--- src/rtl/sram_ctl.sv ---
module sram_ctl #(
  parameter int AW     = 17,
  parameter int DW     = 8,
  parameter int CLK_NS = 4,
  parameter int T_WP   = 40,
  parameter int T_DW   = 25,
  parameter int T_AW   = 45,
  parameter int T_WC   = 55,
  parameter int T_AA   = 55,
  parameter int T_OE   = 25,
  parameter int T_RC   = 55
) (
  input  logic          clk,
  input  logic          rst,
  input  logic          host_valid,
  output logic          host_ready,
  input  logic          host_write,
  input  logic [AW-1:0] host_addr,
  input  logic [DW-1:0] host_wdata,
  output logic          rsp_valid,
  output logic [DW-1:0] rsp_rdata,
  output logic [AW-1:0] mem_addr,
  output logic          mem_sel_n,
  output logic          mem_sel,
  output logic          mem_we_n,
  output logic          mem_oe_n,
  output logic [DW-1:0] mem_dq_out,
  output logic          mem_dq_oe,
  input  logic [DW-1:0] mem_dq_in
);

  function automatic int clks(int t);
    int c;
    c = (t + CLK_NS - 1) / CLK_NS;
    return (c < 1) ? 1 : c;
  endfunction

  function automatic int max2(int a, int b);
    return (a > b) ? a : b;
  endfunction

  localparam int WP_N = max2(1, max2(clks(T_WP), max2(clks(T_DW), clks(T_AW) - 1)));
  localparam int WR_N = max2(1, clks(T_WC) - 1 - WP_N);
  localparam int RD_N = max2(clks(T_AA), max2(clks(T_OE), clks(T_RC)));
  localparam int CW   = $clog2(max2(WP_N, max2(WR_N, RD_N)) + 1);

  typedef enum logic [2:0] {
    S_IDLE, S_TURN, S_WSET, S_WPUL, S_WREC, S_RACC
  } state_t;

  state_t          state;
  logic [CW-1:0]   cnt;
  logic            last_rd;
  logic [DW-1:0]   wdata_q;

  wire active = (state == S_WSET) || (state == S_WPUL) ||
                (state == S_WREC) || (state == S_RACC);

  assign host_ready = (state == S_IDLE);
  assign mem_sel_n  = !active;
  assign mem_sel    = active;
  assign mem_we_n   = (state != S_WPUL);
  assign mem_oe_n   = (state != S_RACC);
  assign mem_dq_oe  = (state == S_WPUL);
  assign mem_dq_out = wdata_q;

  always_ff @(posedge clk) begin
    if (rst) begin
      state     <= S_IDLE;
      cnt       <= '0;
      last_rd   <= 1'b0;
      rsp_valid <= 1'b0;
      rsp_rdata <= '0;
      mem_addr  <= '0;
      wdata_q   <= '0;
    end else begin
      rsp_valid <= 1'b0;
      case (state)
        S_IDLE: if (host_valid) begin
          mem_addr <= host_addr;
          wdata_q  <= host_wdata;
          if (host_write) begin
            state <= last_rd ? S_TURN : S_WSET;
          end else begin
            state <= S_RACC;
            cnt   <= CW'(RD_N - 1);
          end
        end
        S_TURN: begin
          state   <= S_WSET;
          last_rd <= 1'b0;
        end
        S_WSET: begin
          state   <= S_WPUL;
          cnt     <= CW'(WP_N - 1);
          last_rd <= 1'b0;
        end
        S_WPUL: if (cnt == '0) begin
          state <= S_WREC;
          cnt   <= CW'(WR_N - 1);
        end else begin
          cnt <= cnt - 1'b1;
        end
        S_WREC: if (cnt == '0) state <= S_IDLE;
                else cnt <= cnt - 1'b1;
        S_RACC: if (cnt == '0) begin
          rsp_rdata <= mem_dq_in;
          rsp_valid <= 1'b1;
          last_rd   <= 1'b1;
          state     <= S_IDLE;
        end else begin
          cnt <= cnt - 1'b1;
        end
        default: state <= S_IDLE;
      endcase
    end
  end

endmodule


--- config.mk ---
export PLATFORM = sky130hd
export DESIGN_NAME = sram_ctl
export DESIGN_NICKNAME = d
export VERILOG_FILES = /design/src/rtl/sram_ctl.sv
export SDC_FILE = /design/constraint.sdc
export NUM_CORES = 1
export LEC_CHECK = 0
export BUFFER_PORTS_ARGS = -buffer_cell sky130_fd_sc_hd__buf_2
export CORE_MARGIN = 2
export CORE_UTILIZATION = 42
export DETAILED_ROUTE_END_ITERATION = 8
export PLACE_DENSITY = 0.72
export SLEW_MARGIN = 20
export SYNTH_ARGS = -nofsm -noshare
export SYNTH_HDL_FRONTEND = slang
export SYNTH_SLANG_ARGS = --single-unit
--- constraint.sdc ---
create_clock -name clk -period 1.7 [get_ports clk]
set_input_delay 0.17 -clock clk [delete_from_list [all_inputs] [get_ports clk]]
set_output_delay 0.17 -clock clk [all_outputs]
set_load 0.01 [all_outputs]
# [Word level (Yosys, flattened, before mapping)]
# Cells that the tools add are included.
[totals] regBits=42 wordCells=52
[op_classes] addsub=1 mux=14 reduce_logical=16 n_bitwise=1 eq_ne=13
[op_table] operator="$mux 4" n=4
[op_table] operator="$pmux 4 s4" n=1
[op_table] operator="$pmux 3 s5" n=1
[op_table] operator="$mux 3" n=4
[op_table] operator="$eq 3x2->1 const B" n=2
[op_table] operator="$eq 3x3->1 const B" n=2
[op_table] operator="$ne 2x1->1 const B" n=3
[op_table] operator="$ne 2x2->1 const B" n=3
[op_table] operator="$reduce_and 2->1" n=3
[op_table] operator="$reduce_or 2->1" n=3
[op_table] operator="$logic_not 4->1" n=1
[op_table] operator="$reduce_and 4->1" n=1
[op_table] operator="$reduce_bool 4->1" n=1
[op_table] operator="$sub 4x1->4 const B" n=1
[op_table] operator="$eq 3x1->1 const B" n=1
[op_table] operator="$logic_not 3->1" n=1
[op_table] operator="$logic_or 1x1->1" n=3
[op_table] operator="$ne 3x2->1 const B" n=1
[op_table] operator="$ne 3x3->1 const B" n=1
[op_table] operator="$reduce_and 3->1" n=1
[op_table] operator="$mux 1" n=2
[op_table] operator="$mux 2" n=1
[op_table] operator="$pmux 1 s2" n=1
[op_table] operator="$reduce_bool 2->1" n=1
[op_table] operator="2 further kinds" n=2

# [Logic depth before layout (Yosys ltp)]
# Gate-level depths: netlist of the first run.
[logic_depth] depth_word=5 depth_mapped=8 depth_no_buf=6

# [Worst setup path before layout of the first run]
# No wires, ideal clock.
[synth_path] path_type="register to register" startpoint="register cnt[0]" endpoint="register cnt[1]" arrival_ns=1.719 n_path_buf=1 path_slack_ns=-0.089 required_time_ns=1.630 path_stages_with_launch=8 synth_period_minus_slack_ns=1.789 cell_sequence="dfxtp_1 inv_1 ha_1 or3b_1 clkbuf_1 o22ai_1 or4_1 a21oi_1"
[synth_between] elab_chain_cells=3 elab_cells_between_ends=7 cone_classes="1 x add/sub; 1 x eq/ne; 3 x mux; 2 x reduce/logical"
[synth_rtl] item="start: declaration" line_no="52" text="logic [CW-1:0] cnt;"
[synth_rtl] item="start signal: assignment" line_no="86" text="cnt <= CW'(RD_N - 1);"
[synth_rtl] item="start signal: assignment" line_no="95" text="cnt <= CW'(WP_N - 1);"
[synth_rtl] item="start signal: assignment" line_no="100" text="cnt <= CW'(WR_N - 1);"
[synth_rtl] item="$sub 4x1->4 / $logic_not 4->1 (equally long branches)"
[synth_rtl] item="$mux 4, or another cell as far along" line_no="104, 106"
[synth_rtl] item="$pmux 4 s4 / $reduce_and 4->1 (equally long branches)"
# Several ways; a longest one is shown, not always the timed one. The select of a mux whose other input is x is not followed.
# A chain may end at the register's enable or synchronous reset.

# [Worst setup path after layout of the first run]
[layout_path] startpoint="register cnt[1]" endpoint="register cnt[1]"
# The elaborated chain is that of the path after synthesis.

==> impl_metrics.yaml, run 1 <==
status:
  status: "finished clean"
floorplan:
  die_h_microns: 70.1
  dieArea_sq_um: 4910
  coreArea_sq_um: 4290
  rows: 24
  ios: 77
  initial_core_util: 0.427
  die_w_microns: 70.1
worst_setup_path:
  path_class: "flip-flop to flip-flop"
  arrival_ns: 1.90
  critPathRequiredTime_ns: 1.93
  worstSetupEndpointType: "flip-flop"
  start_kind: "flip-flop"
  critPathMaxFanout: 3
layout:
  area_delta_synth_final_pct: 35.2
  antenna_cells: 0
  fin_util: 0.578
  finalNonFillerCells: 359
  final_net_count: 348
  drive_gt1_frac: 0.371
  fin_area_sq_um: 2480
  n_fill_cell: 390
yosys:
  synth_commonest_cells: "nand2_1 (57), dfxtp_1 (42), a21oi_1 (31)"
  ys_types: 40
  yosysSeqAreaShare: 0.458
  netlist_area_sq_um: 1830
  yosysWarnings: 0
  yosys_register_bits: 42
  synthTopCellsByArea: "dfxtp_1 (46%), nand2_1 (12%), a21oi_1 (8.5%), mux2i_1 (4.4%), ha_1 (3.4%)"
  synthFlopType: "dfxtp_1"
  syn_inst: 224
  synth-edff-count: 0
  postSynthAreaPerCell_sq_um: 8.19
  synth_top_area_frac: 0.458
  yosysTopAreaCell: "dfxtp_1"
  async_reset_ff_frac: 0
  synth.most_common_cell: "nand2_1"
  synth_nets: 266
timing:
  rsz0062_at_grt: "yes"
  worstMarginPinSlew_ns: 0.553
  post-route-period-util: 0.985
  fin_crit_ns: 1.67
  hold_ws_ns: 0.0983
  max_freq_ghz: 0.597
  timing.final.ws_setup_ns: 0.0255
  skew_ns: 0.0138
  report.final.slew_viol_count: 0
  slew_headroom: 0.631
  hold_violations: 0
  setup-violations-final: 0
global_routing:
  antenna_found_initial: 0
  grt_max_degree: 32
  track_usage: 0.179
  grt_first_pass_wirelength_microns: 7160
  gr-total-overflow: 0
  grt_pass1_vias: 1625
pwr:
  p_leak_nw: 1.12
  p_per_area_nw_per_um2: 1640
  irDropWorstVdd_mv: 0.570
routing:
  drc: 0
  postRouteAntennaNets: 0
  wl_per_cell_microns: 12.0
  dr.pass1.iters: 4
  wirelength_microns: 4320
  via_per_inst: 4.93
  vias: 1770
  drtIter0Drc: 46
placed_design:
  placed_cell_area_sq_um: 2330
  dp_slack_ns: -0.0574
  dpl.cell_count: 351
  routabilityCongestion: 0.898
  port_buffers: 76
  hpwl_microns: 3110
clock_network:
  clk_pin_slew_ns: 0.09
  cts_buffer_depth: 2
  cts_sinks: 42
  postCtsSetupRepairBufs: 0
  htree_levels: 2
  ctsHoldBuffers: 0
  cts-root-buf: "clkbuf_8"
  cts_buffers: 5
  clk_latency_ns: 0.30
  cts_tree: "done"
flow_run:
  maxCapViolations: 0
min_path:
  hold_path_class: "input port to flip-flop"
where the power goes:
part / total [W] / internal [W] / switching (W) / leakage [nW]
registers: 0.00130 / 0.00118 / 0.000117 / 0.345
logic: 0.00197 / 0.000886 / 0.00108 / 0.719
clock network: 0.000789 / 0.000440 / 0.000349 / 0.0585
total: 0.00406 / 0.00251 / 0.00155 / 1.12
stage by stage:
| stage | setup TNS, ns | power (W) |
|---|---|---|
| after floorplan | 0 | 0.00258 |
| after global placement | -0.0658 | 0.00316 |
| after detailed placement | -0.540 | 0.00320 |
| after CTS | -0.000256 | 0.00402 |
| after global routing | -0.595 | 0.00439 |
| final | 0 | 0.00406 |
per-layer routing:
| layer | routed length [microns] | share of wire | up-vias | global-route usage |
|---|---|---|---|---|
| li1 | - | - | 918 | - |
| met2 | 1950 | 0.45 | 65 | 0.298 |
| met5 | 0 | 0 | - | 0 |
| met1 | 1980 | 0.46 | 781 | 0.219 |
| met4 | 78 | 0.018 | 0 | 0.0705 |
| met3 | 309 | 0.072 | 6 | 0.0505 |
sequential cells by signal, indices dropped and copies added (netlist names):
register    flops
rsp_valid       1
mem_dq_out      8
last_rd         1
state           3
mem_addr       17
cnt             4
rsp_rdata       8
worst max-delay path, cell delays in order (launching register included):
cell and delay [ns]:
dfxtp_2 0.36, inv_2 0.06, ha_1 0.30, o311a_1 0.37, or4_1 0.40, a21oi_1 0.13
cell type report:
cell class	instances	area (sq um)	share of cell area
Tap cell	52	65.1	0.0262
Sequential cell	42	846	0.341
Clock inverter	3	43.8	0.0177
Inverter	11	42.5	0.0172
Clock buffer	5	68.8	0.0277
Multi-Input combinational cell	157	923	0.372
Timing Repair Buffer	89	490	0.198
cell families after synthesis:
| logic type | Yosys count | synth area share |
|---|---|---|
| simple gates | 91 | 0.232 |
| compound gates | 53 | 0.168 |
| flops | 42 | 0.458 |
| buf+inv | 25 | 0.0634 |
| mux | 8 | 0.0437 |
| fa+ha+maj | 5 | 0.0341 |
placed cells by master, fill, tap and decap left out, drive strengths merged:
cell type and n:
or2 1, inv 11, o21ai 7, nor3b 2
nor2b 2, nand2 57, clkinv 2, a21o 1
mux2i 8, nand3 1, o311a 1, nor4 1
a211oi 3, a21oi 31, nand3b 2, a311oi 1
o31ai 1, a31oi 2, or4 1, nor3 2
or3b 2, nand2b 2, or2b 3, nor2 12
or3 2, o2111ai 1, a2111oi 1, o22ai 1
clkbuf 5, dfxtp 42, o32ai 2, buf 89
bufinv 1, ha 5, a211o 1, and2 1
path summary, 6_finish.rpt:
path / slack [ns] / from / to / cells past startpoint
max: 0.03 / cnt[1] / cnt[1] / 5
min: 0.1 / host_wdata[7] / mem_dq_out[7] / 3
max reg2reg: 0.03 / cnt[1] / cnt[1] / 5
min reg2reg: 0.45 / mem_addr[16] / mem_addr[16] / 2
what timing repair did:
item,in CTS,in global routing
resized for setup,4,9
endpoints found under the setup margin,16,16
pin swaps,0,2
cloned,0,0
Power figures use the tool's default switching activity.
==> inputs of run 2 (changes only) <==
--- a/config.mk
+++ b/config.mk
@@ -10,7 +10,9 @@
 export CORE_UTILIZATION = 42
 export DETAILED_ROUTE_END_ITERATION = 8
 export PLACE_DENSITY = 0.72
+export RECOVER_POWER = 100
 export SLEW_MARGIN = 20
 export SYNTH_ARGS = -nofsm -noshare
 export SYNTH_HDL_FRONTEND = slang
 export SYNTH_SLANG_ARGS = --single-unit
+export TNS_END_PERCENT = 20
==> run 2 against run 1 <==
  * Core utilization down 1.0 points
  * Maximum frequency about the same
  * Register-to-register slack about the same
  * Power down 0.63%
  * Final cell count unchanged
  * First-iteration DRC count up 8.7%
==> impl_metrics.yaml, run 2 (synthesized netlist as in run 1, its figures left out) <==
timing:
  rsz0062_at_grt: "yes"
  slew_headroom: 0.630
  skew_ns: 0.0140
  setup-violations-final: 0
  worstMarginPinSlew_ns: 0.556
  report.final.slew_viol_count: 0
  post-route-period-util: 0.986
  fin_crit_ns: 1.68
  hold_violations: 0
  hold_ws_ns: 0.0981
  max_freq_ghz: 0.597
clock_network:
  cts_tree: "done"
  htree_levels: 2
  ctsHoldBuffers: 0
  clk_latency_ns: 0.30
  cts_buffer_depth: 2
  clk_pin_slew_ns: 0.09
  cts-root-buf: "clkbuf_8"
  cts_buffers: 5
  cts_sinks: 42
layout:
  antenna_cells: 0
  drive_gt1_frac: 0.257
  area_delta_synth_final_pct: 32.8
  top_register: "mem_addr"
  final_net_count: 348
  mostFrequentLayoutCell: "nand2_1"
  largest_reg_flops: 17
  n_fill_cell: 410
  fin_area_sq_um: 2440
  final_cell_mix: "nand2_1 (57), buf_2 (41), dfxtp_1 (38), clkbuf_1 (35), a21oi_1 (31)"
routing:
  postRouteAntennaNets: 0
  drtIter0Drc: 50
  wl_per_cell_microns: 12.1
  via_per_inst: 4.92
  drc: 0
  dr.pass1.iters: 4
  wirelength_microns: 4340
  vias: 1768
global_routing:
  use_met1: 0.219
  gr-max-usage-layer: "met2"
  grt_max_degree: 32
  antenna_found_initial: 0
  track_usage: 0.179
  gr-total-overflow: 0
  grt_use_met3: 0.0505
  grt_pass1_vias: 1625
  grt_use_met2: 0.298
  grt_first_pass_wirelength_microns: 7160
placed_design:
  placed_cell_area_sq_um: 2330
  routabilityCongestion: 0.898
  port_buffers: 76
  hpwl_microns: 3110
pwr:
  power.net_switching_w: 0.00156
  p_total_w: 0.00403
  netSwitchingFraction: 0.386
  irDropWorstVdd_mv: 0.569
  p_leak_nw: 0.980
  p_per_area_nw_per_um2: 1650
  internal_power_w: 0.00248
  power_frac_clock: 0.196
  pwr-share-seq: 0.324
  combPwrFrac: 0.481
floorplan:
  ios: 77
  die_w_microns: 70.1
  rows: 24
  coreArea_sq_um: 4290
  dieArea_sq_um: 4910
  die_h_microns: 70.1
  initial_core_util: 0.427
worst_setup_path:
  critPathRequiredTime_ns: 1.93
  path_class: "flip-flop to flip-flop"
  start_kind: "flip-flop"
  arrival_ns: 1.90
  worstSetupEndpointType: "flip-flop"
  critPathMaxFanout: 3
min_path:
  hold_path_class: "input port to flip-flop"
flow_run:
  maxCapViolations: 0
status:
  status: "finished clean"
[run 2: changes by cell type in the layout (fill, tap and decap cells not counted)]
cell,before,now
buf_2,76,41
clkbuf_1,0,35
[run 2: what timing repair did]
item	CTS	global route
cloned	0	0
setup endpoints to repair	16	16
resized for setup	4	9
pin swaps	0	2
setup buffers	0	0
hold endpoints to repair	0	0
[run 2: cell type report]
class / count / area [sq um] / share of cell area
tap: 52 / 65.1 / 0.0267
clock buffer: 5 / 68.8 / 0.0282
clock inverter: 3 / 43.8 / 0.0180
inverter: 11 / 42.5 / 0.0175
sequential: 42 / 846 / 0.347
multi-input combinational: 157 / 923 / 0.379
timing repair buffer: 89 / 447 / 0.183
[run 2: power by group through the flow]
| stage | combinational, W | sequential [W] | clock, W |
|---|---|---|---|
| after floorplan | 0.00123 | 0.00135 | 0 |
| after global placement | 0.00186 | 0.00131 | 0 |
| after detailed placement | 0.00189 | 0.00131 | 0 |
| after CTS | 0.00192 | 0.00130 | 0.000808 |
| after global routing | 0.00217 | 0.00133 | 0.000853 |
| final | 0.00194 | 0.00130 | 0.000790 |
[run 2: stage by stage]
step,std cells,setup TNS [ns],worst slack (ns),util
2_1_floorplan,224,0,0.00564,-
3_3_place_gp,351,-0.0658,-0.0117,0.544
3_5_place_dp,351,-0.540,-0.0574,0.544
4_1_cts,359,-0.000256,-0.000256,0.571
5_1_grt,359,-0.595,-0.0698,0.567
6_report,359,0,0.0243,0.567
[run 2: worst max-delay path, stage by stage, from the launching register on]
cell and delay (ns):
dfxtp_2 0.36, inv_2 0.06, ha_1 0.30, o311a_1 0.37, or4_1 0.40, a21oi_1 0.13
[run 2: path summary, 6_finish.rpt]
check                startpoint             to  slack [ns]  cells after the start
setup reg to reg         cnt[1]         cnt[1]        0.02                      5
hold reg to reg    mem_addr[16]   mem_addr[16]        0.45                      2
setup / recovery         cnt[1]         cnt[1]        0.02                      5
hold / removal    host_wdata[7]  mem_dq_out[7]         0.1                      3
[run 2: per-layer routing]
metal	up-vias	wire, microns
met3	6	296
met4	0	78
met2	62	1940
met1	782	2030
li1	918	-
met5	-	0
==> inputs of run 3 (changes only) <==
--- a/config.mk
+++ b/config.mk
@@ -5,7 +5,7 @@
 export SDC_FILE = /design/constraint.sdc
 export NUM_CORES = 1
 export LEC_CHECK = 0
-export BUFFER_PORTS_ARGS = -buffer_cell sky130_fd_sc_hd__buf_2
+export BUFFER_PORTS_ARGS = -buffer_cell sky130_fd_sc_hd__clkbuf_2
 export CORE_MARGIN = 2
 export CORE_UTILIZATION = 42
 export DETAILED_ROUTE_END_ITERATION = 8
==> run 3 against run 2 <==
  * Wire length decreased by 2.6%
  * Critical path type unchanged
  * Critical endpoint unchanged
  * Flip-flop and latch count unchanged
  * Highest routed layer unchanged
  * Register-to-register slack got worse by 0.02 ns
  * Largest cell class unchanged
  * Critical path depth unchanged
  * Die area unchanged
==> impl_metrics.yaml, run 3 (synthesized netlist as in run 1, its figures left out) <==
global_routing:
  grt_max_degree: 30
  antenna_found_initial: 0
  grt_pass1_vias: 1649
  grt_first_pass_wirelength_microns: 6960
  track_usage: 0.174
  gr-total-overflow: 0
clock_network:
  clk_pin_slew_ns: 0.08
  cts_buffer_depth: 2
  cts-root-buf: "clkbuf_8"
  cts_buffers: 5
  cts_tree: "done"
  cts_sinks: 42
  htree_levels: 2
  clk_latency_ns: 0.29
timing:
  rsz0062_at_grt: "yes"
  report.final.slew_viol_count: 0
  post-route-period-util: 0.995
  skew_ns: 0.00962
  fin_crit_ns: 1.69
  worstMarginPinSlew_ns: 0.585
  slew_headroom: 0.610
  hold_violations: 0
  setup-violations-final: 0
  hold_ws_ns: 0.0952
  max_freq_ghz: 0.591
floorplan:
  die_h_microns: 70.1
  rows: 24
  dieArea_sq_um: 4910
  ios: 77
  die_w_microns: 70.1
  coreArea_sq_um: 4290
  initial_core_util: 0.427
worst_setup_path:
  worstSetupEndpointType: "flip-flop"
  arrival_ns: 1.90
  path_class: "flip-flop to flip-flop"
  critPathRequiredTime_ns: 1.91
  start_kind: "flip-flop"
  critPathMaxFanout: 3
routing:
  wirelength_microns: 4230
  via_per_inst: 4.82
  postRouteAntennaNets: 0
  wl_per_cell_microns: 11.6
  dr.pass1.iters: 4
  vias: 1760
  drtIter0Drc: 47
  drc: 0
pwr:
  irDropWorstVdd_mv: 0.629
  p_total_w: 0.00402
  p_per_area_nw_per_um2: 1630
  p_leak_nw: 1.02
layout:
  drive_gt1_frac: 0.272
  seq_area_sq_um: 845
  final_cell_mix: "nand2_1 (57), clkbuf_2 (42), dfxtp_1 (39), clkbuf_1 (35), a21oi_1 (31)"
  n_fill_cell: 438
  top_register: "mem_addr"
  largest_reg_flops: 17
  fin_area_sq_um: 2470
  antenna_cells: 0
  mostFrequentLayoutCell: "nand2_1"
  multi_input_area_sq_um: 928
  area_delta_synth_final_pct: 34.8
  final_net_count: 354
placed_design:
  routabilityCongestion: 0.818
  port_buffers: 76
  placed_cell_area_sq_um: 2380
  hpwl_microns: 3120
flow_run:
  maxCapViolations: 0
min_path:
  hold_path_class: "input port to flip-flop"
status:
  status: "finished clean"
==> run 3: cell count changes in the layout (fill, tap and decap cells not counted), sizes merged <==
cell and change:
clkinv +1, bufinv -1, clkbuf +42, inv -1, buf -35
==> run 3: metrics by stage <==
stage / cells / utilization / setup slack, ns / TNS [ns]
global placement: 356 / 0.555 / -0.00871 / -0.0204
detailed placement: 356 / 0.555 / -0.0948 / -0.659
CTS: 365 / 0.580 / -0.0240 / -0.0353
floorplan: 224 / - / 0.00564 / 0
finish: 365 / 0.576 / 0.00866 / 0
global route: 365 / 0.576 / -0.0799 / -0.519
==> run 3: final timing paths <==
path                               startpoint       endpoint  slack, ns  cells after the start
worst max-delay path                   cnt[0]         cnt[1]      0.009                      5
worst min-delay path            host_wdata[7]  mem_dq_out[7]        0.1                      3
worst max register to register         cnt[0]         cnt[1]      0.009                      5
worst min register to register  mem_dq_out[7]  mem_dq_out[7]       0.46                      2
==> run 3: critical path: stages, from the launching register on <==
cell     delay (ns)
dfxtp_2        0.34
inv_2          0.05
ha_1           0.30
o311a_1        0.36
or4_1          0.41
a21oi_1        0.16
==> run 3: area by class of cell <==
class,count,share of cell area
Clock inverter,2,0.00557
Timing Repair Buffer,95,0.204
Multi-Input combinational cell,157,0.376
Inverter,11,0.0172
Clock buffer,6,0.0294
Tap cell,52,0.0263
Sequential cell,42,0.342
==> run 3: where the power goes <==
part | internal, W | switching (W) | total [W]
clock network | 0.000290 | 0.000324 | 0.000613
logic | 0.000989 | 0.00111 | 0.00210
registers | 0.00118 | 0.000127 | 0.00131
total | 0.00246 | 0.00156 | 0.00402
==> run 3: timing repair <==
item                       4_1_cts  5_1_grt
setup buffers                    1        0
hold buffers                     0        0
setup endpoints to repair       16       16
resized for setup                4        7
pin swaps                        1        2
==> run 3: routing by layer <==
metal,global-route usage,wire length (microns),vias to the layer above
li1,-,-,926
met1,0.212,1980,770
met2,0.285,1900,57
met3,0.0476,264,7
met4,0.0812,85,0
met5,0,0,-
